===== config.mk =====
export PLATFORM = sky130hd
export DESIGN_NAME = mode_stack_bank
export DESIGN_NICKNAME = d
export VERILOG_FILES = /design/src/rtl/msb_pkg.sv /design/src/rtl/msb_status_reg.sv /design/src/rtl/msb_sp_bank.sv /design/src/rtl/msb_ctrl_regs.sv /design/src/rtl/mode_stack_bank.sv
export SDC_FILE = /design/constraint.sdc
export NUM_CORES = 1
export LEC_CHECK = 0
export ABC_AREA = 1
export BUFFER_PORTS_ARGS = -buffer_cell sky130_fd_sc_hd__buf_2
export CORE_ASPECT_RATIO = 1.75
export CORE_UTILIZATION = 45
export DETAILED_ROUTE_END_ITERATION = 8
export PLACE_DENSITY = 0.62
export SETUP_SLACK_MARGIN = 0.02
export SLEW_MARGIN = 10
export SYNTH_ARGS = -nofsm -noshare
export SYNTH_HDL_FRONTEND = slang
export SYNTH_SLANG_ARGS = --single-unit

===== constraint.sdc =====
create_clock -name clk -period 2.4 [get_ports clk]
set_input_delay 0.24 -clock clk [delete_from_list [all_inputs] [get_ports clk]]
set_output_delay 0.24 -clock clk [all_outputs]
set_load 0.1 [all_outputs]

===== src/rtl/msb_pkg.sv =====
// Package: shared constants and types of the status/stack pointer bank.
// Assumes a 16-bit status word with S at bit 13 and M at bit 12.
package msb_pkg;
    localparam int SR_W       = 16;
    localparam int S_BIT      = 13;
    localparam int M_BIT      = 12;
    localparam logic [SR_W-1:0] SR_KEEP_MASK  = 16'hF71F;
    localparam logic [SR_W-1:0] SR_RESET_VAL  = 16'h2700;
    localparam logic [SR_W-1:0] SR_EXC_CLEAR  = 16'h0FFF;

    localparam logic [11:0] CRN_USER   = 12'h800;
    localparam logic [11:0] CRN_VBASE  = 12'h801;
    localparam logic [11:0] CRN_MASTER = 12'h803;
    localparam logic [11:0] CRN_INTR   = 12'h804;

    typedef enum logic [2:0] {
        SEL_NONE,
        SEL_USER,
        SEL_VBASE,
        SEL_MASTER,
        SEL_INTR
    } cr_sel_e;
endpackage


===== src/rtl/msb_status_reg.sv =====
// Status word register. Computes the next status word from the exception
// and status-write requests and holds it. Assumes the caller resolves
// priority (exc_go and sr_go are never both high).
module msb_status_reg
    import msb_pkg::*;
(
    input  logic            clk,
    input  logic            rst_n,
    input  logic            exc_go,
    input  logic            sr_go,
    input  logic [SR_W-1:0] sr_wdata,
    output logic [SR_W-1:0] sr_q,
    output logic [SR_W-1:0] sr_n
);
    // Next status word: exception forces S and clears T1/T0/M, write masks unused bits
    always_comb begin
        sr_n = sr_q;
        if (exc_go) begin
            sr_n = sr_q & SR_EXC_CLEAR;
            sr_n[S_BIT] = 1'b1;
        end else if (sr_go) begin
            sr_n = sr_wdata & SR_KEEP_MASK;
        end
    end

    // Status word storage
    always_ff @(posedge clk) begin
        if (!rst_n) sr_q <= SR_RESET_VAL;
        else        sr_q <= sr_n;
    end
endmodule


===== src/rtl/msb_sp_bank.sv =====
// Stack pointer bank: live A7 plus user, interrupt and master banks.
// Exchanges A7 with the banks on mode changes, then applies A7 writes,
// then control writes. Assumes the caller makes the go signals exclusive
// per the block priority (exc_go excludes the others, cr_go excludes sr/a7).
module msb_sp_bank
    import msb_pkg::*;
#(
    parameter int ADDR_W = 32
) (
    input  logic              clk,
    input  logic              rst_n,
    input  logic              old_s,
    input  logic              old_m,
    input  logic              new_s,
    input  logic              new_m,
    input  logic              exc_go,
    input  logic              sr_go,
    input  logic              a7_go,
    input  logic [ADDR_W-1:0] a7_wdata,
    input  logic              cr_go,
    input  cr_sel_e           cr_sel,
    input  logic [ADDR_W-1:0] cr_wdata,
    output logic [ADDR_W-1:0] a7_q,
    output logic [ADDR_W-1:0] usp_q,
    output logic [ADDR_W-1:0] isp_q,
    output logic [ADDR_W-1:0] msp_q
);
    logic [ADDR_W-1:0] a7_n, usp_n, isp_n, msp_n;

    // Next-state of A7 and the banks
    always_comb begin
        a7_n  = a7_q;
        usp_n = usp_q;
        isp_n = isp_q;
        msp_n = msp_q;
        if (exc_go) begin
            if (!old_s) begin
                usp_n = a7_q;
                a7_n  = old_m ? msp_q : isp_q;
            end
        end else begin
            if (sr_go) begin
                if (old_s && !new_s) begin
                    if (old_m) msp_n = a7_q;
                    else       isp_n = a7_q;
                    a7_n = usp_q;
                end else if (!old_s && new_s) begin
                    usp_n = a7_q;
                    a7_n  = new_m ? msp_q : isp_q;
                end else if (old_s && (old_m != new_m)) begin
                    if (old_m) begin
                        msp_n = a7_q;
                        a7_n  = isp_q;
                    end else begin
                        isp_n = a7_q;
                        a7_n  = msp_q;
                    end
                end
            end
            if (a7_go) a7_n = a7_wdata;
            if (cr_go) begin
                case (cr_sel)
                    SEL_USER: begin
                        usp_n = cr_wdata;
                        if (!old_s) a7_n = cr_wdata;
                    end
                    SEL_MASTER: begin
                        msp_n = cr_wdata;
                        if (old_s && old_m) a7_n = cr_wdata;
                    end
                    SEL_INTR: begin
                        isp_n = cr_wdata;
                        if (old_s && !old_m) a7_n = cr_wdata;
                    end
                    default: ;
                endcase
            end
        end
    end

    // Pointer storage
    always_ff @(posedge clk) begin
        if (!rst_n) begin
            a7_q  <= '0;
            usp_q <= '0;
            isp_q <= '0;
            msp_q <= '0;
        end else begin
            a7_q  <= a7_n;
            usp_q <= usp_n;
            isp_q <= isp_n;
            msp_q <= msp_n;
        end
    end
endmodule


===== src/rtl/msb_ctrl_regs.sv =====
// Control register port: decodes the number, holds the vector base and
// muxes read data, returning live A7 for the active pointer. Assumes
// vb_go is only raised for a legal, unblocked write.
module msb_ctrl_regs
    import msb_pkg::*;
#(
    parameter int ADDR_W = 32,
    parameter int CRN_W  = 12
) (
    input  logic              clk,
    input  logic              rst_n,
    input  logic [CRN_W-1:0]  cr_num,
    input  logic              cr_rd,
    input  logic              cr_wr,
    input  logic              vb_go,
    input  logic [ADDR_W-1:0] cr_wdata,
    input  logic              cur_s,
    input  logic              cur_m,
    input  logic [ADDR_W-1:0] a7_q,
    input  logic [ADDR_W-1:0] usp_q,
    input  logic [ADDR_W-1:0] isp_q,
    input  logic [ADDR_W-1:0] msp_q,
    output cr_sel_e           cr_sel,
    output logic [ADDR_W-1:0] cr_rdata,
    output logic              cr_illegal
);
    localparam logic [CRN_W-1:0] N_USER   = CRN_W'(CRN_USER);
    localparam logic [CRN_W-1:0] N_VBASE  = CRN_W'(CRN_VBASE);
    localparam logic [CRN_W-1:0] N_MASTER = CRN_W'(CRN_MASTER);
    localparam logic [CRN_W-1:0] N_INTR   = CRN_W'(CRN_INTR);

    logic [ADDR_W-1:0] vbase_q;

    // Number decode
    always_comb begin
        case (cr_num)
            N_USER:   cr_sel = SEL_USER;
            N_VBASE:  cr_sel = SEL_VBASE;
            N_MASTER: cr_sel = SEL_MASTER;
            N_INTR:   cr_sel = SEL_INTR;
            default:  cr_sel = SEL_NONE;
        endcase
    end

    // Illegal flag on any access to an unknown number
    assign cr_illegal = (cr_rd || cr_wr) && (cr_sel == SEL_NONE);

    // Read mux, live A7 for the active pointer
    always_comb begin
        cr_rdata = '0;
        if (cr_rd) begin
            case (cr_sel)
                SEL_USER:   cr_rdata = !cur_s            ? a7_q : usp_q;
                SEL_VBASE:  cr_rdata = vbase_q;
                SEL_MASTER: cr_rdata = (cur_s && cur_m)  ? a7_q : msp_q;
                SEL_INTR:   cr_rdata = (cur_s && !cur_m) ? a7_q : isp_q;
                default:    cr_rdata = '0;
            endcase
        end
    end

    // Vector base storage
    always_ff @(posedge clk) begin
        if (!rst_n)     vbase_q <= '0;
        else if (vb_go) vbase_q <= cr_wdata;
    end
endmodule


===== src/rtl/mode_stack_bank.sv =====
// Top: status word with three banked stack pointers and a control port.
// Resolves per-cycle priority (exception, then status/A7 writes, then
// control write) and connects the status, bank and control submodules.
module mode_stack_bank
    import msb_pkg::*;
#(
    parameter int ADDR_W = 32,
    parameter int CRN_W  = 12
) (
    input  logic              clk,
    input  logic              rst_n,
    input  logic              exc_entry,
    input  logic              sr_wr,
    input  logic [15:0]       sr_wdata,
    output logic [15:0]       sr_q,
    input  logic              a7_wr,
    input  logic [ADDR_W-1:0] a7_wdata,
    output logic [ADDR_W-1:0] a7_q,
    input  logic              cr_wr,
    input  logic              cr_rd,
    input  logic [CRN_W-1:0]  cr_num,
    input  logic [ADDR_W-1:0] cr_wdata,
    output logic [ADDR_W-1:0] cr_rdata,
    output logic              cr_illegal
);
    logic [SR_W-1:0]   sr_n;
    logic [ADDR_W-1:0] usp_q, isp_q, msp_q;
    cr_sel_e           cr_sel;
    logic              exc_go, sr_go, a7_go, cr_go, vb_go;

    // Priority resolution
    assign exc_go = exc_entry;
    assign sr_go  = !exc_entry && sr_wr;
    assign a7_go  = !exc_entry && a7_wr;
    assign cr_go  = !exc_entry && !sr_wr && !a7_wr && cr_wr && (cr_sel != SEL_NONE);
    assign vb_go  = cr_go && (cr_sel == SEL_VBASE);

    msb_status_reg u_status (
        .clk      (clk),
        .rst_n    (rst_n),
        .exc_go   (exc_go),
        .sr_go    (sr_go),
        .sr_wdata (sr_wdata),
        .sr_q     (sr_q),
        .sr_n     (sr_n)
    );

    msb_sp_bank #(.ADDR_W(ADDR_W)) u_bank (
        .clk      (clk),
        .rst_n    (rst_n),
        .old_s    (sr_q[S_BIT]),
        .old_m    (sr_q[M_BIT]),
        .new_s    (sr_n[S_BIT]),
        .new_m    (sr_n[M_BIT]),
        .exc_go   (exc_go),
        .sr_go    (sr_go),
        .a7_go    (a7_go),
        .a7_wdata (a7_wdata),
        .cr_go    (cr_go),
        .cr_sel   (cr_sel),
        .cr_wdata (cr_wdata),
        .a7_q     (a7_q),
        .usp_q    (usp_q),
        .isp_q    (isp_q),
        .msp_q    (msp_q)
    );

    msb_ctrl_regs #(.ADDR_W(ADDR_W), .CRN_W(CRN_W)) u_ctrl (
        .clk        (clk),
        .rst_n      (rst_n),
        .cr_num     (cr_num),
        .cr_rd      (cr_rd),
        .cr_wr      (cr_wr),
        .vb_go      (vb_go),
        .cr_wdata   (cr_wdata),
        .cur_s      (sr_q[S_BIT]),
        .cur_m      (sr_q[M_BIT]),
        .a7_q       (a7_q),
        .usp_q      (usp_q),
        .isp_q      (isp_q),
        .msp_q      (msp_q),
        .cr_sel     (cr_sel),
        .cr_rdata   (cr_rdata),
        .cr_illegal (cr_illegal)
    );
endmodule


Word level (Yosys, flattened, before mapping)
Cells that the tools add are included.
- equality and inequality tests: 10
- reductions and logical operators: 24
- bitwise operators: 2
- multiplexer cells: 43
- operator list (operator ; count):
    $mux 32 ; 38
    $pmux 32 s4 ; 1
    $pmux 32 s3 ; 1
    $eq 12x12->1 const B ; 4
    $mux 14 ; 2
    $logic_and 1x1->1 ; 13
    $pmux 3 s4 ; 1
    $eq 3x2->1 const B ; 2
    $logic_not 1->1 ; 6
    $eq 3x1->1 const B ; 1
    $eq 3x3->1 const B ; 1
    $logic_not 3->1 ; 1
    $reduce_bool 3->1 ; 1
    $ne 2x2->1 const B ; 1
    $not 1->1 ; 2
    $reduce_and 2->1 ; 1
    $reduce_or 2->1 ; 1
    $logic_or 1x1->1 ; 1
    $ne 1x1->1 ; 1
- output and inout bits: 81
- word-level logic and storage cells: 87
- input port bits: 99
- flip-flop bits (word level): 172

Logic depth before layout (Yosys ltp)
- word-level depth: 15
- depth in mapped cells: 18
- gate-level depth less buffers: 16

Hierarchy
From an unflattened synthesis, not the netlist that was laid out.
- cell total of the unflattened synthesis: 2664
- area, all modules: 14974.4 µm²
- modules (own cells, without submodules) (module ; sequential area each (µm²) ; area an instance (µm²) ; times used ; cells each):
    msb_sp_bank ; 2562.5 ; 10396.2 ; 1 ; 1854
    msb_ctrl_regs ; 640.6 ; 3707.3 ; 1 ; 686
    msb_status_reg ; 320.3 ; 810.8 ; 1 ; 109
    mode_stack_bank ; 0.0 ; 60.1 ; 1 ; 15

Worst setup path after synthesis
No wires, ideal clock.
- kind: register to output
- from: register u_bank.a7_q[8]
- to: output port cr_rdata[8]
- data arrival time: 3.169 ns
- required time: 2.160 ns
- cell stages (with the launch flop): 5
- buffers on the path: 0
- slack: -1.009 ns
- path through: dfxtp_1 > o21ai_0 > o22ai_1 > a21oi_1 > a31oi_1
- longest elaborated chain between the ends: 3
- elaborated cells between the ends (all ways): 5
- those cells by class: mux: 5
- RTL lines (what ; line ; source):
    start: declaration ; msb_sp_bank.sv:23 ; output logic [ADDR_W-1:0] a7_q,
    start signal: assignment ; msb_sp_bank.sv:89 ; a7_q <= a7_n;
    $mux 32 (on tied branches) ; msb_ctrl_regs.sv:56, msb_ctrl_regs.sv:53, msb_ctrl_regs.sv:55 ;
    $pmux 32 s4 (*) ; msb_ctrl_regs.sv:52 ; case (cr_sel)
    $mux 32 (*) ; msb_ctrl_regs.sv:51 ; if (cr_rd) begin
    end: declaration ; mode_stack_bank.sv:23 ; output logic [ADDR_W-1:0] cr_rdata,
Mark *: on every way between the ends. The rest lies on a longest branch, timed or not.

Final worst setup path
- from: register u_status.sr_q[13]
- to: output port cr_rdata[14]
- longest elaborated chain between the ends: 4
- elaborated cells between the ends (all ways): 7
- those cells by class: mux: 5; reduce/logical: 2
- RTL lines (what ; line ; source):
    start: declaration ; msb_status_reg.sv:12 ; output logic [SR_W-1:0] sr_q,
    start signal: assignment ; msb_status_reg.sv:29 ; else sr_q <= sr_n;
    $logic_and 1x1->1 (on tied branches) ; msb_ctrl_regs.sv:56, msb_ctrl_regs.sv:55 ;
    $mux 32 (on tied branches) ; msb_ctrl_regs.sv:56, msb_ctrl_regs.sv:55 ;
    $pmux 32 s4 (*) ; msb_ctrl_regs.sv:52 ;
    $mux 32 (*) ; msb_ctrl_regs.sv:51 ;
Marks and branches as above.

==> impl_metrics.toml <==
[detailed_routing]
drtPass1Iterations = 5
drc_errors = 0
ant_nets = 0
finalWirelength_um = 63700
vias = 16925
wl_per_cell_um = 22.8
routed_via_density = 6.06
first_iter_violations = 1686

[yosys]
synth_top_area_share_pct = 26.5
async_reset_ff_share_pct = 0
yosysUniqueCellTypes = 45
ys_top_cells_by_area = "dfxtp_1, nand2_1, o21ai_0"
ys_seq_elements = 172
netlist_area_um2 = 13000
synth_edf_count = 0
synthMostInstantiatedCell = "nand2_1"
synth_area_per_cell_um2 = 5.83
yosys_warnings = 0
ys_seq_area_share_pct = 26.5
synthCells = 2230
synth_flop_cell = "dfxtp_1"
netlist_top_cells_count = "nand2_1, o21ai_0, a21oi_1"
synth_area_leader_cell = "dfxtp_1"

[worst_setup_path]
worstPathRequired_ns = 2.16
crit_family = "buffers and inverters"
crit_buf_inv = 5
critPathLaunch = "u_status.sr_q[13]"
crit_path_start_kind = "flop"
timing.critical_path.mode_cell = "buf_12"
crit_arrival_ns = 2.23
slowest_stage = "dfxtp_4"
worstPathCellList = "buf_12 > nand2_4 > inv_4 > nor2_4 > buf_12 > a22oi_2 > o21ai_1 > nor3_1 > buf_4 > nor2_4 > buf_12"
endpoint_kind = "output port"
r2r-start = "u_status.sr_q[13]"
worstSetupPathType = "reg -> out"
critPathMaxStageDelay_ns = 0.44
path_max_fanout = 8

[cells_and_area]
post-route-util_pct = 58.6
nNetsFinal = 2497
nFillCells = 2936
drive_above_1_share_pct = 21.5
final_area_um2 = 16700
area_growth_pct = 28.6

[clocking]
clock_latency_ns = 0.47
cts.path.max_buffers = 2
clock-sinks = 172
cts_max_level = 4
root_buffer = "clkbuf_16"
clk_pin_slew_ns = 0.06
cts_tree = "built"
cts_buffers = 17

[sta]
fin_crit_sh_pct = 103
period_needed_ns = 2.47
fin_skew_ns = 0.0116
tns_ns = -0.252
slew_headroom_pct = 49.1
max_freq_mhz = 405
worst_slack_ns = -0.0696
hold_viol_final = 0
rsz0062_at_grt = "yes"
tightest_slew_ns = 0.764
setup_viol = 9
drv_slew = 0
hold_ws_ns = 0.000808

[placement]
dpl.hpwl_um = 42300
io_buffer_count = 171
postPlaceCellArea_um2 = 15500
place_congestion = 0.943

[floorplan]
fp.dieArea_um2 = 29600
die_w_um = 131
dieHeight_um = 227
rows = 82
design.core.area_um2 = 28500
pin_count = 180
start_util_pct = 45.6

[grt]
grt_pass1_vias = 15806
grt_max_degree = 116
grt_pass1_wl_um = 94000
gr-total-overflow = 0
antenna_found_initial = 5
track_usage_pct = 43.7

[power_and_ir_drop]
power.leakage_uw = 0.00772
power.internal_uw = 4840
swShare_pct = 34.8
p_seq_share_pct = 40.5
p_clk_share_pct = 37.0
total_power_uw = 7420
ir_worst_vdd_v = 0.000532
powerDensity_nw_per_um2 = 443
switchingPower_uw = 2580
combPwrFrac_pct = 22.6

[status]
violations = "negative setup slack"
status = "finished, violations left"

[run]
maxCapViolCount = 0

[worst_hold_path]
worstHoldStart = "sr_wdata[4]"
worstHoldPathType = "in -> reg"
==> flip-flops by register name, summed over array words and instances (netlist names) <==
name            cells
u_bank.isp_q       32
u_bank.a7_q        32
u_bank.msp_q       32
u_status.sr_q      12
u_bank.usp_q       32
u_ctrl.vbase_q     32
==> through the flow <==
| step | cells | worst slack [ns] |
|---|---|---|
| global route | 2792 | -0.110 |
| detailed placement | 2734 | -0.00156 |
| CTS | 2783 | -0.0316 |
| floorplan | 2233 | -0.0515 |
| global placement | 2734 | 0.0323 |
| finish | 2792 | -0.0696 |
==> cell type report <==
cell class                      instances  area [µm²]  share of cell area [%]
Antenna cell                            4        10.0                  0.0599
Clock buffer                           25         475                    2.84
Clock inverter                          6        63.8                   0.382
Inverter                              216         828                    4.95
Multi-Input combinational cell       1679        8540                    51.1
Sequential cell                       172        3470                    20.8
Tap cell                              378         473                    2.83
Timing Repair Buffer                  312        2860                    17.1
==> tightest hold or removal path: stages <==
cell,delay (ns)
buf_2,0.08
nor2_1,0.03
nor2_1,0.08
==> logic make-up after synthesis <==
family	after synthesis	synth area share (%)
AND/OR/NAND/NOR	981	31.7
buffers and inverters	382	12.3
flip-flops	172	26.5
AO/OA/AOI/OAI	687	28.9
other	1	0.0288
multiplexers	7	0.539
==> routing by layer <==
layer	routed length [µm]	track usage (%)	vias to the layer above
li1	-	-	7724
met1	20800	45.5	7699
met2	29400	68.8	1111
met3	6870	12.5	389
met4	6560	43.0	2
met5	12	0	-
==> cells in the final DEF (no fill, tap or decap), drive strengths merged, types with 6 or more instances in the layout <==
master and instances:
nand3b 9, buf 306, a21oi 245, nand2 613, a31oi 7, o21ai 283
clkbuf 25, o211ai 17, mux2i 7, a211oi 6, nand3 108, nor3 22
nor2 221, dfxtp 172, dlygate4sd3 6, inv 215, o22ai 118
==> worst paths after layout <==
kind,to,slack (ns),cells after the start
setup / recovery,cr_rdata[14],-0.07,11
hold / removal,u_status.sr_q[4],0.0008,3
setup reg to reg,u_bank.isp_q[22],0.22,11
hold reg to reg,u_ctrl.vbase_q[29],0.46,2
==> power groups by stage <==
stage | combinational [µW] | clock (µW) | sequential (µW)
final | 1670 | 2740 | 3000
after global routing | 1770 | 2850 | 3010
after CTS | 1610 | 2740 | 2990
after detailed placement | 1580 | 0 | 3060
after global placement | 1560 | 0 | 3060
after floorplan | 763 | 0 | 3350
==> repair_timing <==
item,in CTS,in global routing
gates cloned,1,0
pin swaps,14,34
setup buffers,11,7
hold endpoints to repair,6,0
hold buffers,6,0
resized for setup,62,86
setup endpoints to repair,31,53
Note: power is estimated with default switching activity, not from simulation.
